--- src/rtl/rrf_pkg.sv ---
package rrf_pkg;

  // Physical rotating slot for a logical index, given base < n and idx < n.
  function automatic int unsigned rot_phys(int unsigned base, int unsigned idx,
                                           int unsigned n);
    int unsigned s;
    s = base + idx;
    if (s >= n) s = s - n;
    return s;
  endfunction

  // Base value after one loop step, wrapping below zero.
  function automatic int unsigned rot_prev(int unsigned base, int unsigned n);
    return (base == 0) ? n - 1 : base - 1;
  endfunction

endpackage

--- src/rtl/rrf_base.sv ---
module rrf_base #(
  parameter int unsigned N_ROT  = 6,
  parameter int unsigned BASE_W = 3
) (
  input  logic              clk,
  input  logic              rst_n,
  input  logic              shift_i,
  output logic [BASE_W-1:0] base_o
);
  logic [BASE_W-1:0] base_q;

  always_ff @(posedge clk or negedge rst_n) begin
    if (!rst_n)       base_q <= '0;
    else if (shift_i) base_q <= BASE_W'(rrf_pkg::rot_prev(32'(base_q), N_ROT));
  end

  assign base_o = base_q;
endmodule

--- src/rtl/rrf_map.sv ---
module rrf_map #(
  parameter int unsigned N_STATIC = 8,
  parameter int unsigned N_ROT    = 6,
  parameter int unsigned IDX_W    = 4,
  parameter int unsigned BASE_W   = 3,
  parameter int unsigned SLOT_W   = 4
) (
  input  logic              rot_i,
  input  logic [IDX_W-1:0]  idx_i,
  input  logic [BASE_W-1:0] base_i,
  output logic              hit_o,
  output logic [SLOT_W-1:0] slot_o
);
  // Storage layout: static entries occupy slots [0, N_STATIC), rotating
  // entries occupy [N_STATIC, N_STATIC+N_ROT), so the two never overlap.
  always_comb begin
    hit_o  = rot_i ? (32'(idx_i) < N_ROT) : (32'(idx_i) < N_STATIC);
    slot_o = '0;
    if (hit_o) begin
      if (rot_i)
        slot_o = SLOT_W'(N_STATIC + rrf_pkg::rot_phys(32'(base_i), 32'(idx_i), N_ROT));
      else
        slot_o = SLOT_W'(idx_i);
    end
  end
endmodule

--- src/rtl/rrf_store.sv ---
module rrf_store #(
  parameter int unsigned DATA_W = 32,
  parameter int unsigned N_SLOT = 14,
  parameter int unsigned SLOT_W = 4,
  parameter int unsigned N_RD   = 2
) (
  input  logic                          clk,
  input  logic                          rst_n,
  input  logic                          we_i,
  input  logic [SLOT_W-1:0]             wslot_i,
  input  logic [DATA_W-1:0]             wdata_i,
  input  logic [N_RD-1:0][SLOT_W-1:0]   rslot_i,
  output logic [N_RD-1:0][DATA_W-1:0]   rdata_o
);
  logic [DATA_W-1:0] mem [N_SLOT];

  for (genvar g = 0; g < N_SLOT; g++) begin : g_slot
    always_ff @(posedge clk or negedge rst_n) begin
      if (!rst_n)                                  mem[g] <= '0;
      else if (we_i && (wslot_i == SLOT_W'(g)))    mem[g] <= wdata_i;
    end
  end

  for (genvar r = 0; r < N_RD; r++) begin : g_rd
    assign rdata_o[r] = (32'(rslot_i[r]) < N_SLOT) ? mem[rslot_i[r]] : '0;
  end
endmodule

--- src/rtl/rrf_top.sv ---
module rrf_top #(
  parameter int unsigned DATA_W   = 32,
  parameter int unsigned N_STATIC = 8,
  parameter int unsigned N_ROT    = 6,
  parameter int unsigned IDX_W    = 4
) (
  input  logic              clk,
  input  logic              rst_n,
  input  logic              loop_step,
  input  logic              rd0_rot,
  input  logic [IDX_W-1:0]  rd0_idx,
  output logic [DATA_W-1:0] rd0_data,
  input  logic              rd1_rot,
  input  logic [IDX_W-1:0]  rd1_idx,
  output logic [DATA_W-1:0] rd1_data,
  input  logic              wr_en,
  input  logic              wr_rot,
  input  logic [IDX_W-1:0]  wr_idx,
  input  logic [DATA_W-1:0] wr_data
);
  localparam int unsigned BASE_W = (N_ROT > 1) ? $clog2(N_ROT) : 1;
  localparam int unsigned N_SLOT = N_STATIC + N_ROT;
  localparam int unsigned SLOT_W = $clog2(N_SLOT);
  localparam int unsigned N_ACC  = 3;  // ports 0,1 read; port 2 write

  logic [BASE_W-1:0]             base_q;
  logic [N_ACC-1:0]              acc_rot;
  logic [N_ACC-1:0][IDX_W-1:0]   acc_idx;
  logic [N_ACC-1:0]              acc_hit;
  logic [N_ACC-1:0][SLOT_W-1:0]  acc_slot;
  logic [1:0][SLOT_W-1:0]        rd_slot;
  logic [1:0][DATA_W-1:0]        rd_raw;

  rrf_base #(.N_ROT(N_ROT), .BASE_W(BASE_W)) u_base (
    .clk(clk), .rst_n(rst_n), .shift_i(loop_step), .base_o(base_q)
  );

  assign acc_rot = {wr_rot, rd1_rot, rd0_rot};
  assign acc_idx = {wr_idx, rd1_idx, rd0_idx};

  // The write port sees the current (pre-step) base, so a write issued with
  // a step lands where the old mapping points.
  for (genvar a = 0; a < N_ACC; a++) begin : g_map
    rrf_map #(
      .N_STATIC(N_STATIC), .N_ROT(N_ROT), .IDX_W(IDX_W),
      .BASE_W(BASE_W), .SLOT_W(SLOT_W)
    ) u_map (
      .rot_i(acc_rot[a]), .idx_i(acc_idx[a]), .base_i(base_q),
      .hit_o(acc_hit[a]), .slot_o(acc_slot[a])
    );
  end

  assign rd_slot = {acc_slot[1], acc_slot[0]};

  rrf_store #(
    .DATA_W(DATA_W), .N_SLOT(N_SLOT), .SLOT_W(SLOT_W), .N_RD(2)
  ) u_store (
    .clk(clk), .rst_n(rst_n),
    .we_i(wr_en && acc_hit[2]), .wslot_i(acc_slot[2]), .wdata_i(wr_data),
    .rslot_i(rd_slot), .rdata_o(rd_raw)
  );

  assign rd0_data = acc_hit[0] ? rd_raw[0] : '0;
  assign rd1_data = acc_hit[1] ? rd_raw[1] : '0;
endmodule

--- config.mk ---
export PLATFORM = sky130hd
export DESIGN_NAME = rrf_top
export DESIGN_NICKNAME = d
export VERILOG_FILES = /design/src/rtl/rrf_pkg.sv /design/src/rtl/rrf_base.sv /design/src/rtl/rrf_map.sv /design/src/rtl/rrf_store.sv /design/src/rtl/rrf_top.sv
export SDC_FILE = /design/constraint.sdc
export NUM_CORES = 1
export LEC_CHECK = 0
export BUFFER_PORTS_ARGS = -buffer_cell sky130_fd_sc_hd__clkbuf_2
export CORE_ASPECT_RATIO = 0.9
export CORE_MARGIN = 1
export CORE_UTILIZATION = 40
export CTS_CLUSTER_DIAMETER = 100
export DETAILED_ROUTE_END_ITERATION = 8
export HOLD_SLACK_MARGIN = 0.15
export PLACE_DENSITY = 0.61
export SYNTH_ARGS = -nofsm -noshare
export SYNTH_HDL_FRONTEND = slang
export SYNTH_SLANG_ARGS = --single-unit
--- constraint.sdc ---
create_clock -name clk -period 14.1 [get_ports clk]
set_input_delay 2.82 -clock clk [delete_from_list [all_inputs] [get_ports clk]]
set_output_delay 2.82 -clock clk [all_outputs]
set_load 0.1 [all_outputs]
======== Word level (Yosys, flattened, before mapping) ========
Cells that the tools add are included.
cells by class
  $add $sub $neg .......................... 10
  order comparisons ....................... 13
  eq/ne operators ......................... 13
  multiplexer cells ....................... 29
  bitwise gates (word level) .............. 2
  reductions and logical operators ........ 17
operators with widths
  operator               count
  $bmux W32 S4           2
  $mux W32               8
  $mux W4                15
  $eq A4 B4 Y1 const B   6
  $lt A4 B4 Y1 const B   5
  $eq A4 B3 Y1 const B   4
  $add A3 B4 Y5          3
  $ge A5 B3 Y1 const B   3
  $logic_and A1 B1 Y1    15
  $add A4 B4 Y4 const A  3
  $lt A4 B3 Y1 const B   3
  $sub A4 B3 Y4 const B  3
  $ge A5 B5 Y1 const B   2
  $not A4 Y5             2
  $eq A4 B2 Y1 const B   2
  $eq A4 B1 Y1 const B   1
  $logic_not A4 Y1       1
  $logic_not A3 Y1       1
  $mux W1                3
  $mux W3                1
  $sub A3 B1 Y3 const B  1
word-level totals
  register bits after elaboration ......... 451
  input port bits ......................... 51
  logic and storage cells ................. 99

======== Logic depth before layout (Yosys ltp) ========
  depth after elaboration ................. 14
  gate-level depth with buffers ........... 14

======== Cells and area by module ========
From an unflattened synthesis, not the netlist that was laid out.
unflattened totals
  cell total of the unflattened synthesis .. 2052
  area, all modules ....................... 25573.3 µm²
modules (own cells, without submodules)
  module     times used  cells an instance  area each (µm²)  seq. area each (µm²)
  rrf_store  1           1881               24186.9          11210.8
  rrf_map    3           29                 237.7            0.0
  rrf_top    1           71                 516.7            0.0
  rrf_base   1           13                 156.4            75.1

======== Worst setup path before layout ========
Ideal clock, no wire load.
  kind .................................... in2out
  start ................................... in rd0_idx[0]
  end ..................................... out rd0_data[20]
  data arrival time ....................... 8.590 ns
  required time ........................... 11.280 ns
  setup slack ............................. 2.690 ns
  cell stages on the path ................. 14
  buffers on the path ..................... 2
  cells stage by stage .................... ha_1 > fa_1 > xnor2_1 > inv_1 > ha_1 > nand2b_1 > a2111oi_2 > nor4_1 > or4_1 > clkbuf_1 > buf_1 > a21oi_1 > nor2_1 > nor4_1
on the way
  cells in the longest elaborated chain, start to end .. 14
ends and longest elaborated chain
  element                                               line             RTL
  start: declaration                                    rrf_top.sv:11    input logic [IDX_W-1:0] rd0_idx,
  $add A3 B4 Y5                                         rrf_pkg.sv:7     s = base + idx;
  $sub A4 B3 Y4 / $ge A5 B3 Y1 (equally long branches)  rrf_pkg.sv:8     if (s >= n) s = s - n;
  $mux W4                                               rrf_pkg.sv:8
  $mux W4                                               rrf_map.sv:20    if (rot_i)
  $mux W4                                               rrf_map.sv:19    if (hit_o) begin
  $add A4 B4 Y4                                         rrf_map.sv:21    slot_o = SLOT_W'(N_STATIC + rrf_pkg::rot_phys(32'(base_i), 32'(idx_i), N_ROT));
  $mux W4                                               rrf_map.sv:20
  $mux W4                                               rrf_map.sv:19
  $not A4 Y5 (not written as such)                      rrf_store.sv:25  assign rdata_o[r] = (32'(rslot_i[r]) < N_SLOT) ? mem[rslot_i[r]] : '0;
  $bmux W32 S4                                          rrf_store.sv:25
  $mux W32 (not written as such) (2 in a row)           rrf_store.sv:25
  $mux W32                                              rrf_store.sv:25
  $mux W32 (*)                                          rrf_top.sv:63    assign rd0_data = acc_hit[0] ? rd_raw[0] : '0;
  end: declaration                                      rrf_top.sv:12    output logic [DATA_W-1:0] rd0_data,
Every way passes the cells marked *; elsewhere a longest branch is shown, timed or not. The select of a mux whose other input is x is not followed.

======== Worst setup path after layout ========
  start ................................... in rd0_idx[0]
  end ..................................... out rd0_data[29]
The elaborated chain is that of the path after synthesis.

==> results <==
- The run finished with clean final reports.
- The actual transition at the worst max-transition pin is 1190 ps.
- Hold repair after CTS inserted 0 buffers.
- The destination of the critical timing path is rd0_data[29].
- After the flow finishes, the layout carries non-filler instances totaling 3154.
- The via count of the first global-routing pass was 20800.
- By area the synthesized netlist is led by sky130_fd_sc_hd__dfrtp_1 (43%), sky130_fd_sc_hd__mux2_2 (18%), sky130_fd_sc_hd__mux2i_1 (7.0%), sky130_fd_sc_hd__a221o_1 (3.5%), sky130_fd_sc_hd__mux2_4 (3.3%).
- The highest cell delay on the worst timing path is 790 ps.
- For the worst flop-to-flop path, the logic depth is 10.
- The total number of yosys warnings is 0.
- For this run the aggregate overflow at the end of global routing stands at 0.
- The cell at the root of the clock tree is sky130_fd_sc_hd__clkbuf_16.
- The critical path goes through clkbuf_2 -> ha_1 -> fa_1 -> xnor2_1 -> inv_1 -> ha_1 -> nand2b_1 -> a2111oi_2 -> o21ai_0 -> nand3_4 -> buf_4 -> nor2_4 -> buf_4 -> o21a_1 -> nor4_1 -> clkbuf_2.
- After detailed routing, the number of remaining DRC violations is 0.
- The die width is 273 microns.
- The prevailing post-synth register cell is sky130_fd_sc_hd__dfrtp_1.
- Including well taps, the total number of placed cells is 3058.
- The floorplan has between 80 and 90 rows.
- The clock tree from TritonCTS is built.
- The floorplan step defined a core boundary enclosing 65600 sq um.
- The placer congestion estimate is 0.848.
- The register area share after synthesis is 0.425.
- The number of endpoints with negative hold slack in the final report is 0.
- The length of the first detailed-routing pass in iterations is 6.
- The total half-perimeter wirelength after legalization and detailed placement is 51.5 mm.
- The number of distinct library cells after synthesis is 77.
- The most critical setup path has its startpoint at rd0_idx[0].
- The area share of the largest cell type after synthesis is 0.425.
- The number of sinks driven by the clock tree is 451.
- After routing the design area is 29400 sq um.
- The cell area power density is 233 nW/um^2.
- Clock latency on the worst-skew pair, taken at its later pin, is 600 ps.
- Setup repair after global routing left no endpoint under its margin.
- The static power due to leakage is roughly 13 nW.
- The largest vdd supply drop is 0.178 mV.
- The average footprint of a synthesized cell is 11.7 sq um.
- For this design, the slowest cell found on the critical path is sky130_fd_sc_hd__nor4_1.
- The final count of negative-setup-slack endpoints is 0.
- The cell count after synthesis is roughly 2300.
- In the final routed layout, each cell accounts on average for approximately 29 microns.
- The class of the most critical hold timing path is flip-flop to flip-flop.
- The die covers 67300 sq um.
- The worst clock skew on the final layout is about 12 ps.
- The worst-case headroom to the max-slew limit is 0.186.
- The final max-slew violation count was 0.
- The required time of the critical path is 11280 ps.
- Max-cap violations in this run came to 0.
- The classification of the worst setup path is input pin to output pin.
- The remaining antenna violation count is 0.
- Clock-pin slew was measured on the worst setup and hold paths at roughly 60 ps.
- The die span in y is 246 microns.
- Entering global routing, the biggest net connects 178 pins.
- The worst reg2reg path endpoint is u_store.mem[58].
- After synthesis, the most frequently instantiated cells are sky130_fd_sc_hd__dfrtp_1 (451), sky130_fd_sc_hd__mux2_2 (422), sky130_fd_sc_hd__mux2i_1 (186).
- The count of routing violations after the opening detailed-route iteration is about 2300.
- The cell area after placement is approximately 28000 sq um.
- The initial utilization of the core area, before any placement, comes to 0.404.
- The maximum number of buffers from clock root to sink is 3.
- In this run, CTS created clock tree buffers numbering about 50.
- The count of pins on the block boundary is 115.
- The fraction of final layout cells with drive strength greater than 1 is 0.346.
- Once the clock tree was built, the setup fixing pass inserted 0 buffers.
- After routing, the total negative slack on setup checks comes to 0 ps.
- Based on the critical path, the design can be clocked at up to 0.0890 GHz.
- The worst register-to-register path has a setup slack of 9680 ps.
- The synthesis-stage register bit count is 451.
- The post-cts sizing count is 0.
- The cell type contributing the most total cell area after synthesis is sky130_fd_sc_hd__dfrtp_1.
- In this run the critical register-to-register path is launched from u_base.base_o[0].
- The initial antenna violation count is 2.
- Compared with the post-synthesis result, the final layout area differs by 11.0%.
- Among all cell types in the netlist, the one instantiated most often is sky130_fd_sc_hd__dfrtp_1.
- Wires add up to about 91 mm.
- The number of enable flip-flop cells after synthesis is 0.
- STA puts the critical path data arrival time at 8420 ps.
- Once layout is complete, the utilization of the core stands at 0.449.
- The global-route usage over all layers is 0.268.
- The CTS H-tree depth is 2.
- The wire length of the first global-routing pass is between 100 and 150 mm.
- The layout net count is 2314.
- The type of origin of the critical path is an input pin.
- Synthesis produced a netlist with a net count of 2338.
- In this run the worst path has a maximum fanout of 35.
- After layout, the minimum clock period comes to between 10000 and 15000 ps.
- Dividing the detail-routed via count by the number of cells gives around 6.6.
- The count of vias placed by the detailed router is 20700.
- The worst setup path is captured at an output pin.
- The share of flip-flops with an asynchronous set or reset is 1.00.
- Of the available clock period, the critical path in the final layout requires 0.797.
- After synthesis the cells add up to 26500 sq um.
- Input and output buffers added on the ports amount to approximately 110.
-- stage by stage --
stage | worst slack (ps) | power, W | hold WS (ps)
2_1_floorplan | 2690 | 0.00453 | 470
3_3_place_gp | 3170 | 0.00527 | 483
3_5_place_dp | 2970 | 0.00537 | 494
4_1_cts | 2950 | 0.00683 | 508
5_1_grt | 2520 | 0.00716 | 515
6_report | 2860 | 0.00686 | 511
-- kinds of logic after synthesis --
logic type,after synthesis,synth area share
muxes,700,0.297
buffers and inverters,280,0.0494
adders and majority gates,17,0.00877
xor gates and xnor gates,4,0.00132
AOI/OAI and AO/OA,472,0.146
and+or+nand+nor,347,0.0720
DFF,451,0.425
-- flip-flops by register name, indices dropped and copies added (netlist names) --
register / flops
u_store.mem: 448
u_base.base_o: 3
-- placed cells by master (no fill, tap or decap), drive strengths merged, types with 32 or more instances in the layout --
cell type  count
or3           65
a221o         92
mux2         513
buf           51
nor4          37
nor2          47
a211oi        37
clkbuf       195
a2111oi       32
a221oi        34
inv           40
o21a          33
a21oi         40
nor3          33
dfrtp        451
mux2i        186
nand2        102
a31oi         73
-- where the power goes --
| group | switching [W] | internal (W) | leakage, nW |
|---|---|---|---|
| logic | 0.00201 | 0.00118 | 6.22 |
| clock network | 0.000568 | 0.000876 | 0.894 |
| registers | 0.000410 | 0.00182 | 5.96 |
-- critical path, delay by kind of cell --
family	cells	cell delay (ps)
AND/OR/NAND/NOR	4	1560
XOR/XNOR	1	240
buffers and inverters	5	1760
adder cells (fa/ha/maj)	3	980
AO/OA/AOI/OAI	3	1020
-- how the worst min path moves through the flow --
stage,from,to,slack [ps],depth (start not counted)
after global routing,u_store.mem[94],u_store.mem[94],520,1
after CTS,u_store.mem[125],u_store.mem[125],510,1
final,u_store.mem[125],u_store.mem[125],510,1
after floorplan,u_store.mem[125],u_store.mem[125],470,1
after global placement,u_store.mem[125],u_store.mem[125],480,1
after detailed placement,u_store.mem[125],u_store.mem[125],490,1
-- metal layers --
layer,GRT usage,vias up,share of wire
li1,-,8693,-
met1,0.366,10700,0.43
met2,0.416,1078,0.45
met3,0.0603,189,0.088
met4,0.0948,2,0.031
met5,0,-,0.00011
-- final cells by class --
type                            instances  area [sq um]
Clock inverter                         13           234
Fill cell                            5893         36100
Tap cell                              864          1080
Antenna cell                            1          2.50
Sequential cell                       451         11300
Multi-Input combinational cell       1540         14100
Inverter                               39           146
Timing Repair Buffer                  164           981
Clock buffer                           82          1580
(Power assumes the default switching activity.)
